File: src/rtl/dqsg_pkg.sv
`timescale 1ns/1ps
package dqsg_pkg;

  typedef enum logic [1:0] {LN_IDLE, LN_ARM, LN_OPEN} lane_st_e;
  typedef enum logic [1:0] {TR_IDLE, TR_ISSUE, TR_WAIT, TR_EVAL} trn_st_e;

  // falling edge between two consecutive samples
  function automatic logic is_fall(input logic prev, input logic cur);
    return prev & ~cur;
  endfunction

  // centre of a run, rounded down
  function automatic logic [15:0] mid_point(input logic [15:0] a, input logic [15:0] b);
    logic [16:0] s;
    s = {1'b0, a} + {1'b0, b};
    return s[16:1];
  endfunction

  // run counter that sticks at 2 (meaning "two or more")
  function automatic logic [1:0] run_inc(input logic [1:0] n);
    return (n == 2'd2) ? n : n + 2'd1;
  endfunction

endpackage

File: src/rtl/dqsg_lane.sv
`timescale 1ns/1ps
module dqsg_lane
  import dqsg_pkg::*;
#(
  parameter int unsigned DW    = 8,
  parameter int unsigned BURST = 16,
  parameter int unsigned FALLS = 4,
  parameter int unsigned TMO   = 32
) (
  input  logic          clk,
  input  logic          rst_n,
  input  logic          start,
  input  logic [DW-1:0] dly,
  input  logic          act_mode,
  input  logic          dqs,
  output logic          gate,
  output logic          close_p,
  output logic          pass_p,
  output logic          act_q
);
  localparam int unsigned OW = $clog2(TMO);
  localparam int unsigned FW = $clog2(FALLS + 2);

  lane_st_e      st;
  logic [DW-1:0] wcnt;
  logic [OW-1:0] ocnt;
  logic [FW-1:0] fcnt;
  logic [FW-1:0] fnext;
  logic          dqs_q;
  logic          fall;
  logic          close_c;

  assign fall  = is_fall(dqs_q, dqs);
  assign fnext = (fcnt == FW'(FALLS + 1)) ? fcnt : fcnt + FW'(fall);

  always_comb begin
    if (act_q)
      close_c = (fall && (fcnt == FW'(FALLS - 1))) || (ocnt == OW'(TMO - 1));
    else
      close_c = (ocnt == OW'(BURST - 1));
  end

  assign gate    = (st == LN_OPEN);
  assign close_p = gate && close_c;
  assign pass_p  = close_p && (fnext == FW'(FALLS));

  always_ff @(posedge clk) begin
    if (!rst_n) begin
      st    <= LN_IDLE;
      wcnt  <= '0;
      ocnt  <= '0;
      fcnt  <= '0;
      dqs_q <= 1'b0;
      act_q <= 1'b0;
    end else begin
      dqs_q <= dqs;
      case (st)
        LN_IDLE: if (start) begin
          st    <= LN_ARM;
          wcnt  <= '0;
          act_q <= act_mode;
        end
        LN_ARM: begin
          if (wcnt == dly) begin
            st   <= LN_OPEN;
            ocnt <= '0;
            fcnt <= '0;
          end else begin
            wcnt <= wcnt + 1'b1;
          end
        end
        LN_OPEN: begin
          if (close_c) begin
            st <= LN_IDLE;
          end else begin
            ocnt <= ocnt + 1'b1;
            fcnt <= fnext;
          end
        end
        default: st <= LN_IDLE;
      endcase
    end
  end
endmodule

File: src/rtl/dqsg_region.sv
`timescale 1ns/1ps
module dqsg_region
  import dqsg_pkg::*;
#(
  parameter int unsigned SW = 4
) (
  input  logic          clk,
  input  logic          rst_n,
  input  logic          clr,
  input  logic          upd,
  input  logic          pass,
  input  logic [SW-1:0] idx,
  output logic [SW-1:0] first,
  output logic [SW-1:0] last,
  output logic [1:0]    nruns
);
  logic prev;

  always_ff @(posedge clk) begin
    if (!rst_n || clr) begin
      prev  <= 1'b0;
      first <= '0;
      last  <= '0;
      nruns <= '0;
    end else if (upd) begin
      prev <= pass;
      if (pass) begin
        last <= idx;
        if (!prev) begin
          nruns <= run_inc(nruns);
          if (nruns == 2'd0) first <= idx;
        end
      end
    end
  end
endmodule

File: src/rtl/dqsg_train.sv
`timescale 1ns/1ps
module dqsg_train
  import dqsg_pkg::*;
#(
  parameter int unsigned LANES = 4,
  parameter int unsigned DW    = 8,
  parameter int unsigned STEPS = 16
) (
  input  logic                clk,
  input  logic                rst_n,
  input  logic                start,
  input  logic [LANES-1:0]    close_p,
  input  logic [LANES-1:0]    pass_p,
  output logic                rd_req,
  output logic [DW-1:0]       step,
  output logic                busy,
  output logic                done,
  output logic [LANES*DW-1:0] dly_out,
  output logic [LANES-1:0]    ok,
  output logic [LANES-1:0]    enone,
  output logic [LANES-1:0]    emulti
);
  localparam int unsigned SW = $clog2(STEPS);

  trn_st_e             st;
  logic [SW-1:0]       k;
  logic [LANES-1:0]    seen;
  logic [LANES-1:0]    seen_n;
  logic                clr;
  logic [LANES-1:0]    ok_n, none_n, multi_n;
  logic [LANES*DW-1:0] dly_n;

  assign clr    = (st == TR_IDLE) && start;
  assign rd_req = (st == TR_ISSUE);
  assign step   = DW'(k);
  assign seen_n = seen | close_p;

  for (genvar l = 0; l < LANES; l++) begin : g_trk
    logic [SW-1:0] first, last;
    logic [1:0]    nruns;
    logic [15:0]   mid;

    dqsg_region #(.SW(SW)) u_reg (
      .clk  (clk),
      .rst_n(rst_n),
      .clr  (clr),
      .upd  ((st == TR_WAIT) && close_p[l] && !seen[l]),
      .pass (pass_p[l]),
      .idx  (k),
      .first(first),
      .last (last),
      .nruns(nruns)
    );

    assign mid        = mid_point(16'(first), 16'(last));
    assign ok_n[l]    = (nruns == 2'd1);
    assign none_n[l]  = (nruns == 2'd0);
    assign multi_n[l] = (nruns == 2'd2);
    assign dly_n[l*DW +: DW] = ok_n[l] ? DW'(mid) : '0;
  end

  always_ff @(posedge clk) begin
    if (!rst_n) begin
      st      <= TR_IDLE;
      k       <= '0;
      seen    <= '0;
      busy    <= 1'b0;
      done    <= 1'b0;
      ok      <= '0;
      enone   <= '0;
      emulti  <= '0;
      dly_out <= '0;
    end else begin
      case (st)
        TR_IDLE: if (start) begin
          st     <= TR_ISSUE;
          k      <= '0;
          busy   <= 1'b1;
          done   <= 1'b0;
          ok     <= '0;
          enone  <= '0;
          emulti <= '0;
        end
        TR_ISSUE: begin
          st   <= TR_WAIT;
          seen <= '0;
        end
        TR_WAIT: begin
          seen <= seen_n;
          if (&seen_n) begin
            if (k == SW'(STEPS - 1)) begin
              st <= TR_EVAL;
            end else begin
              k  <= k + 1'b1;
              st <= TR_ISSUE;
            end
          end
        end
        TR_EVAL: begin
          ok      <= ok_n;
          enone   <= none_n;
          emulti  <= multi_n;
          dly_out <= dly_n;
          busy    <= 1'b0;
          done    <= 1'b1;
          st      <= TR_IDLE;
        end
        default: st <= TR_IDLE;
      endcase
    end
  end
endmodule

File: src/rtl/dqsg_ctrl.sv
`timescale 1ns/1ps
module dqsg_ctrl #(
  parameter int unsigned LANES = 4,
  parameter int unsigned DW    = 8,
  parameter int unsigned BURST = 16,
  parameter int unsigned FALLS = 4,
  parameter int unsigned STEPS = 16
) (
  input  logic                clk,
  input  logic                rst_n,
  input  logic                rd_issue,
  input  logic [LANES-1:0]    dqs_in,
  input  logic [LANES*DW-1:0] gate_dly,
  input  logic                active_mode,
  input  logic                trn_start,
  output logic [LANES-1:0]    gate_en,
  output logic                trn_rd_req,
  output logic [LANES*DW-1:0] trn_dly,
  output logic                trn_busy,
  output logic                trn_done,
  output logic [LANES-1:0]    lane_ok,
  output logic [LANES-1:0]    err_none,
  output logic [LANES-1:0]    err_multi
);
  localparam int unsigned TMO = 2 * BURST;

  logic             lane_start;
  logic             eff_act;
  logic [DW-1:0]    step_dly;
  logic [LANES-1:0] close_p;
  logic [LANES-1:0] pass_p;
  logic [LANES-1:0] lane_act;

  // the sweep owns the lanes: external reads are ignored and windows are fixed
  assign lane_start = trn_busy ? trn_rd_req : rd_issue;
  assign eff_act    = active_mode & ~trn_busy;

  for (genvar l = 0; l < LANES; l++) begin : g_lane
    logic [DW-1:0] dsel;
    assign dsel = trn_busy ? step_dly : gate_dly[l*DW +: DW];

    dqsg_lane #(.DW(DW), .BURST(BURST), .FALLS(FALLS), .TMO(TMO)) u_lane (
      .clk     (clk),
      .rst_n   (rst_n),
      .start   (lane_start),
      .dly     (dsel),
      .act_mode(eff_act),
      .dqs     (dqs_in[l]),
      .gate    (gate_en[l]),
      .close_p (close_p[l]),
      .pass_p  (pass_p[l]),
      .act_q   (lane_act[l])
    );
  end

  dqsg_train #(.LANES(LANES), .DW(DW), .STEPS(STEPS)) u_train (
    .clk    (clk),
    .rst_n  (rst_n),
    .start  (trn_start),
    .close_p(close_p),
    .pass_p (pass_p),
    .rd_req (trn_rd_req),
    .step   (step_dly),
    .busy   (trn_busy),
    .done   (trn_done),
    .dly_out(trn_dly),
    .ok     (lane_ok),
    .enone  (err_none),
    .emulti (err_multi)
  );
endmodule

File: config.mk
export PLATFORM = sky130hd
export DESIGN_NAME = dqsg_ctrl
export DESIGN_NICKNAME = d
export VERILOG_FILES = /design/src/rtl/dqsg_pkg.sv /design/src/rtl/dqsg_lane.sv /design/src/rtl/dqsg_region.sv /design/src/rtl/dqsg_train.sv /design/src/rtl/dqsg_ctrl.sv
export SDC_FILE = /design/constraint.sdc
export NUM_CORES = 1
export LEC_CHECK = 0
export BUFFER_PORTS_ARGS = -buffer_cell sky130_fd_sc_hd__buf_2
export CAP_MARGIN = 5
export CORE_MARGIN = 5
export CORE_UTILIZATION = 47
export CTS_CLUSTER_DIAMETER = 100
export DETAILED_ROUTE_END_ITERATION = 7
export PLACE_DENSITY_LB_ADDON = 0.1
export SLEW_MARGIN = 20
export SYNTH_ARGS = -nofsm -noshare
export SYNTH_HDL_FRONTEND = slang
export SYNTH_SLANG_ARGS = --single-unit
File: constraint.sdc
create_clock -name clk -period 3.1 [get_ports clk]
set_input_delay 0.155 -clock clk [delete_from_list [all_inputs] [get_ports clk]]
set_output_delay 0.155 -clock clk [all_outputs]
set_load 0.005 [all_outputs]
==> results of run 1 <==
through the flow:
step,util [%],cell area (um2)
after floorplan,-,9220
after global placement,50.3,9730
after detailed placement,50.3,9730
after CTS,53.5,10300
after global routing,53.5,10300
final,53.5,10300
worst min-delay path, delay by kind of cell:
kind	cells	cell delay [ps]
simple gates	1	100
compound gates	1	150
buf+inv	1	120
report_power, final:
part           switching [mW]  leakage (nW)  internal (mW)
clock                   0.946         0.278           1.13
combinational           0.829          2.53          0.440
sequential             0.0788          1.32           2.17
total                    1.85          4.13           3.74
worst min path at each step:
stage	cells after the start	startpoint	slack [ps]	endpoint
after floorplan	1	dqs_in[0]	280	g_lane[0].u_lane.dqs_q
after global placement	2	dqs_in[0]	380	g_lane[0].u_lane.dqs_q
after detailed placement	2	dqs_in[0]	380	g_lane[0].u_lane.dqs_q
after CTS	3	trn_start	110	u_train.done
after global routing	3	trn_start	150	u_train.done
final	3	trn_start	140	u_train.done
cell families (layout without fill, tap and decap cells):
group / count (synthesis) / after routing
other cells: 1 / 16
mux: 58 / 58
compound gates: 203 / 203
buf+inv: 104 / 172
fa+ha+maj: 69 / 69
flops: 164 / 164
simple gates: 385 / 385
xor+xnor: 55 / 55
layout by cell type, fill, tap and decap left out, types with 17 or more instances in the layout:
master,count
nand3_1,47
mux2i_1,56
nor2_1,120
clkbuf_16,17
inv_1,43
ha_1,65
a21oi_1,64
buf_2,75
xnor2_1,32
xor2_1,23
buf_4,18
nand2_1,91
dfxtp_1,163
nand4_1,21
o21ai_0,20
layout make-up:
cell class / count / area [um2] / share of cell area, %
clock buffer: 17 / 425 / 4.11
clock inverter: 14 / 141 / 1.37
inverter: 44 / 165 / 1.60
multi-input combinational: 786 / 5450 / 52.6
sequential: 164 / 3280 / 31.8
tap: 265 / 332 / 3.21
timing repair buffer: 97 / 551 / 5.32
registers in the layout (all words and copies together) (netlist names), 8 cells and up:
register                   cells
u_train.g_trk.u_reg.last      16
g_lane.u_lane.wcnt            32
g_lane.u_lane.st               8
u_train.dly_out               16
u_train.g_trk.u_reg.first     16
g_lane.u_lane.fcnt            12
u_train.g_trk.u_reg.nruns      8
g_lane.u_lane.ocnt            20
routing by layer:
layer | up-vias | track usage [%] | routed length, um | part of all wire [%]
met2 | 157 | 30.8 | 9460 | 45
met4 | 0 | 6.09 | 354 | 1.7
li1 | 3827 | - | - | -
met1 | 3471 | 27.2 | 10400 | 49
met3 | 22 | 3.33 | 955 | 4.5
met5 | - | 0 | 0 | 0
Yosys cell counts (14+ instances only):
cell type / instances / area, um2
a21oi_1: 65 / 325
a31oi_1: 15 / 93.8
nand4_1: 21 / 131
dfxtp_1: 164 / 3280
xnor2_1: 32 / 280
mux2i_1: 56 / 561
inv_1: 44 / 165
o32ai_1: 14 / 123
buf_4: 21 / 158
xor2_1: 23 / 201
and2_1: 14 / 87.6
nand2_1: 91 / 342
nand3_1: 47 / 235
and3_1: 14 / 87.6
o21ai_0: 20 / 100
nor2_1: 120 / 450
clkbuf_1: 31 / 116
ha_1: 65 / 813
==> flow_summary.ini, run 1 <==
[run]
drv_cap = 0

[synth]
synth_compound_area_share_pct = 15.6
synth_edf_count = 0
synth.yosys.warnings = 0
synth_top_family_by_area = simple AND/OR/NAND/NOR gates
synthAdderAreaFrac_pct = 9.75
ys_async_sr_fraction_pct = 0
syn_avg_cell_area_um2 = 8.82
yosysSeqAreaShare_pct = 35.8
ys_seq_elements = 164
synth_xor_area_share_pct = 5.26
muxShareOfSynthArea_pct = 6.36
yosys.area_share.simple_pct = 21.8
ys_types = 69
syn_inst = 1039
synth_area_um2 = 9160
synth_ff_type = dfxtp_1

[placed_design]
dp.cells = 1352
dpl_worst_slack_ps = 417
portBuffers = 75
place.gp.congestion = 0.845
dp.final_hpwl_mm = 15.7

[timing]
fin_worst_skew_ps = 10.6
holdWs_ps = 135
finalHoldViolCount = 0
rsz0062_at_grt = no
finalSetupTns_ps = 0
slew_headroom_pct = 49.2
min_period_ps = 2720
worstMarginPinSlew_ps = 754
setup_viol = 0
min_period_over_period_pct = 87.7
fmax_mhz = 368
maxSlewViolCount = 0
setup_slack_ps = 381

[finish]
final_cells = 1387
nets = 1220
synthToLayoutAreaGrowth_pct = 12.9
diodes = 0
fillCellCount = 1832
drive_above_1_share_pct = 13.9

[die]
fp.dieH_um = 150
rows = 51
core-area_um2 = 19300
ioPinCount = 92
die_w_um = 150
dieArea_um2 = 22400
start_util_pct = 47.4

[route]
drc = 0
antenna_left = 0
wl_mm = 21.2
firstDrtPassIters = 4
wl_per_cell_um = 15.3
drtIter0Drc = 323
viasPerCell = 5.39
vias = 7477

[grt]
grt_pass1_wl_mm = 35.5
grt_usage_pct = 19.5
grt_max_degree = 45
grt_pass1_vias = 7105
antenna_found_initial = 0
overflow = 0

[worst_setup_path]
path_cells = ha_1 -> and3_1 -> ha_1 -> or2_2 -> and2_1 -> nand4_1 -> nor2_1 -> and3b_1 -> mux2i_1 -> nor2_1
cp.arrival_ps = 3020
worstPathRequired_ps = 3400
critPathTopFamily = simple AND/OR/NAND/NOR gates
r2r_slack_ps = 380
rr_endpoint = u_train.g_trk[2].u_reg.first[1]
critical_path_class = flip-flop to flip-flop
max_stage_delay_ps = 500
reg2reg_depth = 10
setup.worst_path.start_class = flip-flop
cp_slowest_cell = nor2_1
cp.depth = 10
r2r-start = g_lane[2].u_lane.ocnt[0]
crit_end = u_train.g_trk[2].u_reg.first[1]
cp-end-kind = flip-flop
path_max_fanout = 6
crit_buf_inv = 0
cp-startpoint = g_lane[2].u_lane.ocnt[0]

[power]
power_density_nw_per_um2 = 541
totalPowerFinal_mw = 5.59
p_leak_nw = 4.13
vdd_drop_max_mv = 0.349

[clock_tree]
postCtsHoldBufs = 4
htreeDepth = 4
cts_resized = 0
cts_buffer_depth = 2
postCtsSetupBuffers = 0
clkSinkCount = 164
cts_tree = yes
clkLatencyLatePin_ps = 430
path_clk_slew_ps = 70
clockRootBuffer = clkbuf_16
numCtsBuffers = 17

[status]
status = finished clean

[hold_path]
hold_class = primary input to flip-flop
Power figures use the tool's default switching activity.
==> run 2: changes to the inputs <==
REMOVE_ABC_BUFFERS = 1   (was unset)
==> run 2 against run 1 <==
- first-iteration DRC count is 21% higher
- clock-buffer cell count is the same
- cell area is 0.23% higher
- sequential share of layout area decreased by 0.073 points
- die area is the same
- clock power is 6% higher
- combinational power hardly changed
- non-clock buffer count is 1 lower
- via count is 0.60% lower
==> flow_summary.ini, run 2 (synthesis results as in run 1) <==
[clock_tree]
cts_buffer_depth = 2
clockRootBuffer = clkbuf_16
path_clk_slew_ps = 70
clkSinkCount = 164
cts_resized = 0
clkLatencyLatePin_ps = 430
cts_tree = yes
numCtsBuffers = 17
postCtsSetupBuffers = 0
htreeDepth = 4

[worst_setup_path]
critPathTopFamily = flip-flops
cp-startpoint = u_train.busy
worstPathRequired_ps = 3420
max_stage_delay_ps = 820
path_cells = buf_4 -> mux2i_1 -> xnor2_1 -> nor4_2 -> nand3_1 -> a21oi_1 -> nand2_1 -> a32o_1
crit_buf_inv = 1
critical_path_class = flip-flop to flip-flop
cp_slowest_cell = dfxtp_2
cp.arrival_ps = 3090
cp-end-kind = flip-flop
path_max_fanout = 28
setup.worst_path.start_class = flip-flop
r2r-start = u_train.busy

[power]
switching_share_pct = 31.8
vdd_drop_max_mv = 0.320
p_sw_mw = 1.82
p_int_mw = 3.89
p_seq_share_pct = 39.7
p_leak_nw = 4.13
power_density_nw_per_um2 = 551
clock_power_share_pct = 38.5
power_frac_comb_pct = 21.8

[timing]
rsz0062_at_grt = no
fin_worst_skew_ps = 11.9
finalHoldViolCount = 0
setup_viol = 0
slew_headroom_pct = 50.6
min_period_ps = 2770
fmax_mhz = 361
maxSlewViolCount = 0
worstMarginPinSlew_ps = 733
finalSetupTns_ps = 0
setup_slack_ps = 330
min_period_over_period_pct = 89.4

[finish]
design_area_um2 = 10400
regMostFlops = g_lane.u_lane.wcnt
drive_above_1_share_pct = 13.7
regArea_um2 = 3280
multi_input_area_um2 = 5440
fillCellCount = 1827
largest_reg_flops = 32
mostFrequentLayoutCells = dfxtp_1, nor2_1, nand2_1
diodes = 0
nets = 1219
top_regs = g_lane.u_lane.wcnt (32), g_lane.u_lane.ocnt (20)
layout_commonest_cell = dfxtp_1
synthToLayoutAreaGrowth_pct = 13.1

[hold_path]
worstHoldStart = trn_start
hold_class = primary input to flip-flop

[placed_design]
dpl_cell_area_um2 = 9730
portBuffers = 75
dpl_worst_slack_ps = 331
place.gp.congestion = 0.811
dp.final_hpwl_mm = 15.0

[route]
antenna_left = 0
drc = 0
firstDrtPassIters = 5
wl_mm = 20.8
viasPerCell = 5.36
wl_per_cell_um = 15.0
drtIter0Drc = 391
vias = 7432

[die]
die_w_um = 150
core-area_um2 = 19300
rows = 51
start_util_pct = 47.4
fp.dieH_um = 150
ioPinCount = 92
dieArea_um2 = 22400

[grt]
grt_pass1_wl_mm = 34.6
antenna_found_initial = 0
grt_pass1_vias = 7116
grt_max_degree = 36
overflow = 0
grt_usage_pct = 19.0

[run]
drv_cap = 0

[status]
status = finished clean
## run 2: worst reg2reg max path, stage by stage (launching register included)
cell	delay (ps)
dfxtp_2	820
buf_4	280
mux2i_1	220
xnor2_1	90
nor4_2	260
nand3_1	260
a21oi_1	380
nand2_1	90
a32o_1	260
## run 2: worst paths after layout
check | to | slack (ps) | cells after the start
worst max-delay path | g_lane[1].u_lane.fcnt[0] | 330 | 8
worst min-delay path | u_train.done | 150 | 3
worst min register to register | u_train.dly_out[26] | 460 | 2
worst max register to register | g_lane[1].u_lane.fcnt[0] | 330 | 8
## run 2: final cells by class
class | count | share of cell area [%]
sequential | 164 | 31.7
inverter | 44 | 1.59
timing repair buffer | 96 | 5.24
clock buffer | 17 | 4.10
clock inverter | 14 | 1.70
multi-input combinational | 786 | 52.5
tap | 265 | 3.20
## run 2: power by group through the flow
stage	registers (mW)	logic [mW]	clock network, mW
after global routing	2.28	1.39	2.33
after global placement	2.31	1.23	0
after CTS	2.27	1.25	2.25
after floorplan	2.30	0.891	0
final	2.27	1.25	2.20
after detailed placement	2.31	1.24	0
## run 2: through the flow
step                      utilization, %  std cells  hold WS, ps  total power [mW]
after floorplan                        -        994          277              3.19
after global placement              50.3       1351          378              3.55
after detailed placement            50.3       1351          380              3.55
after CTS                           53.6       1386          138              5.76
after global routing                53.6       1386          167              6.00
final                               53.6       1386          149              5.71
## run 2: per-layer routing
metal	share of wire [%]	track usage (%)	vias up	routed length [um]
li1	-	-	3831	-
met1	48	25.9	3455	10000
met2	47	31.5	128	9710
met3	3.7	3.39	18	764
met4	1.2	4.53	0	242
met5	0	0	-	0
## run 2: timing repair
action / CTS / global route
setup endpoints to repair: 0 / 0
endpoints found under the hold margin: 4 / 0
hold buffers: 4 / 0
==> run 3: changes to the inputs <==
CELL_PAD_IN_SITES_DETAIL_PLACEMENT = 1   (was unset)
CELL_PAD_IN_SITES_GLOBAL_PLACEMENT = 1   (was unset)
CORE_UTILIZATION = 30   (was 47)
==> run 3 against run 2 <==
- worst setup slack better by 57 ps
- critical endpoint is now u_train.k[3]
- flip-flop and latch count unchanged
- sequential share of layout area shrank 0.51 points
- register-to-register slack improved by 60 ps
- highest routed layer unchanged
- cell area is 1.6% higher
==> flow_summary.ini, run 3 (synthesis results as in run 1) <==
[timing]
holdWs_ps = 114
fmax_mhz = 369
min_period_over_period_pct = 87.5
rsz0062_at_grt = no
setup_slack_ps = 386
worstMarginPinSlew_ps = 779
finalHoldViolCount = 0
maxSlewViolCount = 0
finalSetupTns_ps = 0
setup_viol = 0
min_period_ps = 2710
slew_headroom_pct = 48.1
fin_worst_skew_ps = 13.8

[finish]
regMostFlops = g_lane.u_lane.wcnt
design_area_um2 = 10500
layout_commonest_cell = dfxtp_1
fin_util_pct = 34.7
drive_above_1_share_pct = 14.0
multi_input_area_um2 = 5440
regArea_um2 = 3280
top_regs = g_lane.u_lane.wcnt (32), g_lane.u_lane.ocnt (20)
final_cells = 1519
diodes = 0
mostFrequentLayoutCells = dfxtp_1, nor2_1, nand2_1
fillCellCount = 3582
largest_reg_flops = 32
nets = 1221
synthToLayoutAreaGrowth_pct = 15.0

[die]
fp.dieH_um = 185
start_util_pct = 30.2
die_w_um = 185
ioPinCount = 92
core-area_um2 = 30300
dieArea_um2 = 34100
rows = 64

[route]
vias = 7554
viasPerCell = 4.97
drtIter0Drc = 222
firstDrtPassIters = 4
antenna_left = 0
wl_mm = 24.6
drc = 0
wl_per_cell_um = 16.2

[worst_setup_path]
critical_path_class = flip-flop to flip-flop
path_max_fanout = 5
cp.arrival_ps = 3030
r2r_slack_ps = 390
worstPathRequired_ps = 3410
cp-end-kind = flip-flop
setup.worst_path.start_class = flip-flop

[clock_tree]
cts_buffer_depth = 2
clkSinkCount = 164
cts_tree = yes
numCtsBuffers = 17
cts_resized = 0
postCtsSetupBuffers = 0
clkLatencyLatePin_ps = 440
clockRootBuffer = clkbuf_16
htreeDepth = 4
path_clk_slew_ps = 70

[power]
vdd_drop_max_mv = 0.401
power_density_nw_per_um2 = 541
p_leak_nw = 4.13
totalPowerFinal_mw = 5.70

[grt]
overflow = 0
grt_usage_pct = 14.7
grt_pass1_wl_mm = 40.6
antenna_found_initial = 0
grt_max_degree = 45
grt_pass1_vias = 7718

[placed_design]
dpl_worst_slack_ps = 414
dp.final_hpwl_mm = 18.4
place.gp.congestion = 0.726
dp.cells = 1484
dpl_cell_area_um2 = 9920
portBuffers = 75

[status]
status = finished clean

[run]
drv_cap = 0

[hold_path]
hold_class = primary input to flip-flop
[run 3: worst max-delay path: stages (launching register included)]
cell	delay [ps]
dfxtp_1	370
ha_1	200
and3_1	200
ha_1	150
nand2b_1	100
a41o_1	220
a21oi_1	150
o41ai_1	530
nand3_1	270
nor2_1	240
o221ai_1	150
[run 3: path summary, 6_finish.rpt]
kind,depth (start not counted),end,from
max,10,u_train.k[3],g_lane[2].u_lane.ocnt[0]
min,3,u_train.done,trn_start
min reg2reg,2,u_train.dly_out[9],u_train.dly_out[9]
max reg2reg,10,u_train.k[3],g_lane[2].u_lane.ocnt[0]
[run 3: repair_timing]
action	4_1_cts	5_1_grt
hold endpoints to repair	4	0
hold buffers	4	0
setup endpoints to repair	0	0
[run 3: area by class of cell]
cell class	count	share of cell area (%)
Tap cell	396	4.70
Sequential cell	164	31.2
Timing Repair Buffer	98	5.41
Multi-Input combinational cell	786	51.6
Inverter	44	1.57
Clock inverter	14	1.47
Clock buffer	17	4.04
[run 3: per-layer routing]
| metal | routed length (um) | vias up | part of all wire [%] | global-route usage, % |
|---|---|---|---|---|
| met4 | 282 | 0 | 1.1 | 3.96 |
| met5 | 0 | - | 0 | 0 |
| met3 | 543 | 17 | 2.2 | 2.37 |
| met1 | 12500 | 3661 | 51 | 20.2 |
| met2 | 11400 | 58 | 46 | 24.2 |
| li1 | - | 3818 | - | - |
[run 3: power by group]
group	internal, mW	leakage [nW]	switching [mW]
Combinational	0.447	2.54	0.872
Sequential	2.17	1.32	0.0708
Clock	1.19	0.268	0.950
